==> config.mk <==
export PLATFORM = sky130hd
export DESIGN_NAME = dma_bus_arbiter
export DESIGN_NICKNAME = d
export VERILOG_FILES = /design/src/rtl/dma_arb_pkg.sv /design/src/rtl/dma_arb_sel.sv /design/src/rtl/dma_arb_owner.sv /design/src/rtl/dma_arb_mix.sv /design/src/rtl/dma_bus_arbiter.sv
export SDC_FILE = /design/constraint.sdc
export NUM_CORES = 1
export LEC_CHECK = 0
export BUFFER_PORTS_ARGS = -buffer_cell sky130_fd_sc_hd__buf_4
export CORE_AREA = 2 2 39 41
export CTS_CLUSTER_DIAMETER = 150
export DETAILED_ROUTE_END_ITERATION = 8
export DIE_AREA = 0 0 41 43
export PLACE_DENSITY = 0.53
export SLEW_MARGIN = 20
export SYNTH_ARGS = -nofsm -noshare
export SYNTH_HDL_FRONTEND = slang
export SYNTH_HIERARCHICAL = 1
export SYNTH_SLANG_ARGS = --single-unit
==> constraint.sdc <==
create_clock -name clk -period 2.4 [get_ports clk]
set_input_delay 0.48 -clock clk [delete_from_list [all_inputs] [get_ports clk]]
set_output_delay 0.48 -clock clk [all_outputs]
set_load 0.005 [all_outputs]
==> src/rtl/dma_arb_pkg.sv <==
package dma_arb_pkg;

  localparam int unsigned MAX_CH = 8;

  // one-hot of the lowest set bit (lowest index = highest priority)
  function automatic logic [MAX_CH-1:0] first_set(input logic [MAX_CH-1:0] v);
    logic [MAX_CH-1:0] r;
    r = '0;
    for (int i = MAX_CH - 1; i >= 0; i--) begin
      if (v[i]) r = '0;
      if (v[i]) r[i] = 1'b1;
    end
    return r;
  endfunction

endpackage

==> src/rtl/dma_arb_sel.sv <==
module dma_arb_sel #(
  parameter int unsigned NUM_CH = 2,
  localparam int unsigned GW = NUM_CH + 1
) (
  input  logic [GW-1:0]     owner,
  input  logic [NUM_CH-1:0] req,
  input  logic [NUM_CH-1:0] burst_mode,
  input  logic [NUM_CH-1:0] unit_done,
  output logic [GW-1:0]     nxt,
  output logic              unit_end,
  output logic              cs_release,
  output logic              burst_pending
);
  import dma_arb_pkg::*;

  logic [NUM_CH-1:0] ch_own;
  logic [NUM_CH-1:0] burst_req;
  logic [MAX_CH-1:0] pick_any, pick_burst;
  logic              cur_burst;

  assign ch_own        = owner[GW-1:1];
  assign burst_req     = req & burst_mode;
  assign unit_end      = |(ch_own & unit_done);
  assign cur_burst     = |(ch_own & burst_mode);
  assign cs_release    = unit_end & ~cur_burst;
  assign burst_pending = |burst_req;
  assign pick_any      = first_set(MAX_CH'(req));
  assign pick_burst    = first_set(MAX_CH'(burst_req));

  always_comb begin
    nxt = owner;
    if (owner[0] || (unit_end && cur_burst)) begin
      if (|req) nxt = {pick_any[NUM_CH-1:0], 1'b0};
      else      nxt = GW'(1);
    end else if (cs_release) begin
      if (burst_pending) nxt = {pick_burst[NUM_CH-1:0], 1'b0};
      else               nxt = GW'(1);
    end
  end

endmodule

==> src/rtl/dma_arb_owner.sv <==
module dma_arb_owner #(
  parameter int unsigned NUM_CH = 2,
  localparam int unsigned GW = NUM_CH + 1
) (
  input  logic          clk,
  input  logic          rst,
  input  logic [GW-1:0] nxt,
  output logic [GW-1:0] owner
);
  always_ff @(posedge clk) begin
    if (rst) owner <= GW'(1);
    else     owner <= nxt;
  end


  grant_onehot_chk: assert property (@(posedge clk) disable iff (rst)
    $countones(owner) == 1);
endmodule

==> src/rtl/dma_arb_mix.sv <==
module dma_arb_mix #(
  parameter int unsigned NUM_CH = 2
) (
  input  logic [NUM_CH-1:0] burst_mode,
  input  logic              rr_mode,
  output logic              mix_err
);
  // modes mixed when neither all burst nor all cycle-steal
  assign mix_err = rr_mode & ~(&burst_mode) & (|burst_mode);
endmodule

==> src/rtl/dma_bus_arbiter.sv <==
module dma_bus_arbiter #(
  parameter int unsigned NUM_CH = 2,
  localparam int unsigned GW = NUM_CH + 1
) (
  input  logic              clk,
  input  logic              rst,
  input  logic [NUM_CH-1:0] req,
  input  logic [NUM_CH-1:0] burst_mode,
  input  logic [NUM_CH-1:0] unit_done,
  input  logic              rr_mode,
  output logic [GW-1:0]     grant,
  output logic              bus_held,
  output logic              mix_err
);
  logic [GW-1:0] nxt;
  logic          unit_end, cs_release, burst_pending;

  dma_arb_sel #(.NUM_CH(NUM_CH)) u_sel (
    .owner(grant), .req(req), .burst_mode(burst_mode), .unit_done(unit_done),
    .nxt(nxt), .unit_end(unit_end), .cs_release(cs_release),
    .burst_pending(burst_pending)
  );

  dma_arb_owner #(.NUM_CH(NUM_CH)) u_owner (
    .clk(clk), .rst(rst), .nxt(nxt), .owner(grant)
  );

  dma_arb_mix #(.NUM_CH(NUM_CH)) u_mix (
    .burst_mode(burst_mode), .rr_mode(rr_mode), .mix_err(mix_err)
  );

  assign bus_held = ~grant[0];


  dma_hold_chk: assert property (@(posedge clk) disable iff (rst)
    (bus_held && !unit_end) |=> $stable(grant));


  cpu_pick_ch0_chk: assert property (@(posedge clk) disable iff (rst)
    (grant[0] && req[0]) |=> grant[1]);


  cs_to_cpu_chk: assert property (@(posedge clk) disable iff (rst)
    (cs_release && !burst_pending) |=> grant[0]);


  cs_to_burst_chk: assert property (@(posedge clk) disable iff (rst)
    (cs_release && burst_pending) |=> bus_held);


  idle_release_chk: assert property (@(posedge clk) disable iff (rst)
    (unit_end && req == '0) |=> grant[0]);
endmodule

## Yosys cells after proc, flatten, opt, wreduce, memory -nomap -nowiden

Index checks and enable logic that the tools add are counted.

| storage, ports and cells | value |
|---|---|
| register bits | 3 |
| output and inout bits | 5 |
| word-level logic and storage cells | 29 |

| operators by class | value |
|---|---|
| multiplexer cells | 10 |
| bitwise operators | 9 |
| reductions and logical operators | 9 |

Operators by type and width:

| kind | number |
|---|---|
| $mux 3 | 4 |
| $reduce_or 2->1 | 5 |
| $and 2x2->2 | 3 |
| $mux 1 | 4 |
| $mux 2 | 2 |
| $and 1x1->1 | 3 |
| $not 1->1 | 3 |
| $reduce_and 2->1 | 1 |
| $reduce_bool 2->1 | 1 |
| $logic_and 1x1->1 | 1 |
| $logic_or 1x1->1 | 1 |

## Longest topological paths before layout

| logic depth | value |
|---|---|
| depth after elaboration | 7 |
| gate-level depth with buffers | 6 |
| gate-level depth less buffers | 5 |

## By module

The synthesis kept the hierarchy.

Modules (own cells, without submodules):

| module | instances | cells an instance | area an instance (um2) | seq. area each (um2) |
|---|---|---|---|---|
| dma_arb_sel | 1 | 31 | 244.0 | 0.0 |
| dma_arb_owner | 1 | 6 | 83.8 | 60.1 |
| dma_arb_mix | 1 | 2 | 15.0 | 0.0 |
| dma_bus_arbiter | 1 | 1 | 3.8 | 0.0 |

## Worst setup path before layout

OpenSTA, ideal clock, no wires.

| timing | value |
|---|---|
| path type | input to register |
| start | input burst_mode[1] |
| end | register u_owner.owner[1] |
| setup time | 0.116 ns |
| arrival time | 1.243 ns |
| data required time | 2.284 ns |
| path slack | 1.042 ns |
| cell stages on the path | 5 |
| buffers on the path | 0 |
| cell sequence | nand4bb_2 -> o311ai_4 -> nor2_1 -> o21a_1 -> and2b_2 |

| between the ends | value |
|---|---|
| cells in the longest elaborated chain, start to end | 5 |

Ends and longest elaborated chain:

| what | line | text |
|---|---|---|
| from (decl) | dma_bus_arbiter.sv:8 | `input logic [NUM_CH-1:0] burst_mode,` |
| $and 2x2->2 | dma_arb_sel.sv:24 | `assign cur_burst = \|(ch_own & burst_mode);` |
| $reduce_or 2->1 | dma_arb_sel.sv:24 |  |
| $not 1->1 | dma_arb_sel.sv:25 | `assign cs_release = unit_end & ~cur_burst;` |
| $and 1x1->1 | dma_arb_sel.sv:25 |  |
| net cs_release | dma_bus_arbiter.sv:16 | `logic unit_end, cs_release, burst_pending;` |
| $reduce_bool 2->1 (no line) | - |  |
| to (signal assigned) | dma_arb_owner.sv:12 | `else owner <= nxt;` |
| to (decl) | dma_arb_owner.sv:8 | `output logic [GW-1:0] owner` |

The timed path passes the listed nets, and every way through them passes these cells. The select of a mux whose other input is x is not followed.
A chain may end at the register's enable or synchronous reset.

## Worst setup path after layout

| timing | value |
|---|---|
| start | input burst_mode[1] |
| end | output mix_err |

| between the ends | value |
|---|---|
| cells in the longest elaborated chain, start to end | 4 |

Ends and longest elaborated chain:

| what | line | text |
|---|---|---|
| $reduce_and 2->1 | dma_arb_mix.sv:9 | `assign mix_err = rr_mode & ~(&burst_mode) & (\|burst_mode);` |
| $not 1->1 | dma_arb_mix.sv:9 |  |
| $and 1x1->1 | dma_arb_mix.sv:9 |  |
| $and 1x1->1 * | dma_arb_mix.sv:9 |  |
| to (decl) | dma_bus_arbiter.sv:13 | `output logic mix_err` |

Every way passes the cells marked *; elsewhere a longest branch is shown, timed or not.

==> run metrics <==
syn_area_per_cell 8.79 um^2; Fmax 650 MHz; Gate power share 30.6%; outcome finished clean; Reg with most FFs u_owner/owner; Hold Fails Final Rpt 0; Final nets 65; first-pass GRT wire length 1250 um; commonest non-fill, non-tap cell in the layout buf_4; hold_buf cts 0; filler cell count 148; placed cell count 67; Routed WL per cell 11.6 um; crit path kind in2out; Clock Power Share 41.2%; max_slew headroom 72.3%; worst-margin pin slew 0.415 ns; layout cells sized above 1 45.5%; die width 41 um; final setup vio count 0; r2r startpoint u_owner/owner[2]$_SDFF_PP0_; fin crit share 64.1%; crit path launch burst_mode[1]; Tmin final 1.54 ns; routed wire length 826 um; post-CTS setup repair buffer count 0; Pleak 0.203 nW; antenna cells 0; Vias 350; Sw Share 29.8%; Worst-path clk slew 0.04 ns; initial antenna violation count 0; RSZ-0062 raised after global routing no; CTS H-Tree Depth 1; CTS Buf Count 3; die area 1760 um^2; GPL Wtd Cong 0.741; Root Buffer clkbuf_4; Finished Layout Cells 71; DRT Pass-1 Iters 4; hpwl dp 591 um; Worst VDD drop 0.276 mV; CTS resizes 0; number of flip-flops in the largest register 3; Core ar. 1380 um^2; DR vias/cell 4.93; top flop regs u_owner/owner x3; Synthesized Nets 48; synth warn 6; Sw Pwr 66.3 uW; Final Max Tran Viols 0; pin count of the biggest net entering global routing 13; Power Dens Cells 467 nW/um^2; Seq pwr share 28.2%; HP Class in2reg; Crit. End Element primary output; IO Pins 14; Mapped Cells 39; most used cells in the layout excluding fill and tap cells 13 x buf_4, 4 x nand2_1, 3 x clkbuf_4, 3 x dfxtp_1; critical-path maximum fanout 9; max-cap violation count 0; # rows 14; Internal Power 156 uW; Bufs on Longest Clock Path 2; Setup crit start kind primary input; Congestion Overflow GR 0; setup TNS 0 ns; initial drt markers 20; hold_sp rst; CTS tree done; clk sink count 3; Area Overhead vs Synth 38.7%; worst-skew pair later-pin latency 0.24 ns; arrival time at the worst endpoint 1.06 ns; Buffers on Ports 13; Antenna Violating Nets Remaining 0; initial core utilization 24.8%; Crit path required time 1.92 ns; worst clock skew 0.00129 ns; Mapped Area 343 um^2; Die H 43 um; Remaining DRCs 0; vias in the first global route 281; GRT Util Overall 10.9%
final timing paths:
path,endpoint,slack [ns],cells past startpoint
setup / recovery,mix_err,0.86,4
hold / removal,u_owner/owner[0]$_SDFF_PP1_,0.44,2
setup reg to reg,u_owner/owner[1]$_SDFF_PP0_,0.86,5
hold reg to reg,u_owner/owner[1]$_SDFF_PP0_,0.80,4
power by group through the flow:
| stage | logic, mW | clock network, mW | registers, mW |
|---|---|---|---|
| floorplan | 0.0397 | 0 | 0.0600 |
| global placement | 0.0674 | 0 | 0.0633 |
| detailed placement | 0.0677 | 0 | 0.0635 |
| CTS | 0.0679 | 0.0948 | 0.0627 |
| global route | 0.0746 | 0.102 | 0.0633 |
| finish | 0.0679 | 0.0915 | 0.0626 |
stage by stage:
step | total power, mW | hold WS (ns) | utilization (%) | cell area [um^2] | setup slack (ns)
finish | 0.222 | 0.444 | 34.4 | 475 | 0.862
global route | 0.240 | 0.449 | 34.4 | 475 | 0.762
CTS | 0.225 | 0.435 | 34.4 | 475 | 0.859
detailed placement | 0.131 | 0.682 | 32.5 | 449 | 0.786
global placement | 0.131 | 0.686 | 32.5 | 449 | 0.808
floorplan | 0.0998 | 0.580 | - | 343 | 1.04
per-layer routing:
layer | vias to the layer above | global-route usage [%] | wire, um
met5 | - | 0 | 0
met4 | 0 | 6.00 | 0
met3 | 0 | 6.28 | 64
met2 | 15 | 11.9 | 373
met1 | 155 | 16.0 | 388
li1 | 180 | - | -
area by class of cell:
type / count / area [um^2] / area share [%]
sequential: 3 / 60.1 / 12.6
inverter: 2 / 7.51 / 1.58
multi-input combinational: 33 / 264 / 55.5
timing repair buffer: 13 / 97.6 / 20.5
clock buffer: 4 / 26.3 / 5.53
tap: 16 / 20.0 / 4.21
critical path: stages:
cell	delay (ns)
buf_4	0.14
xor2_1	0.15
and2_1	0.15
buf_4	0.13
(Power assumes the default switching activity.)
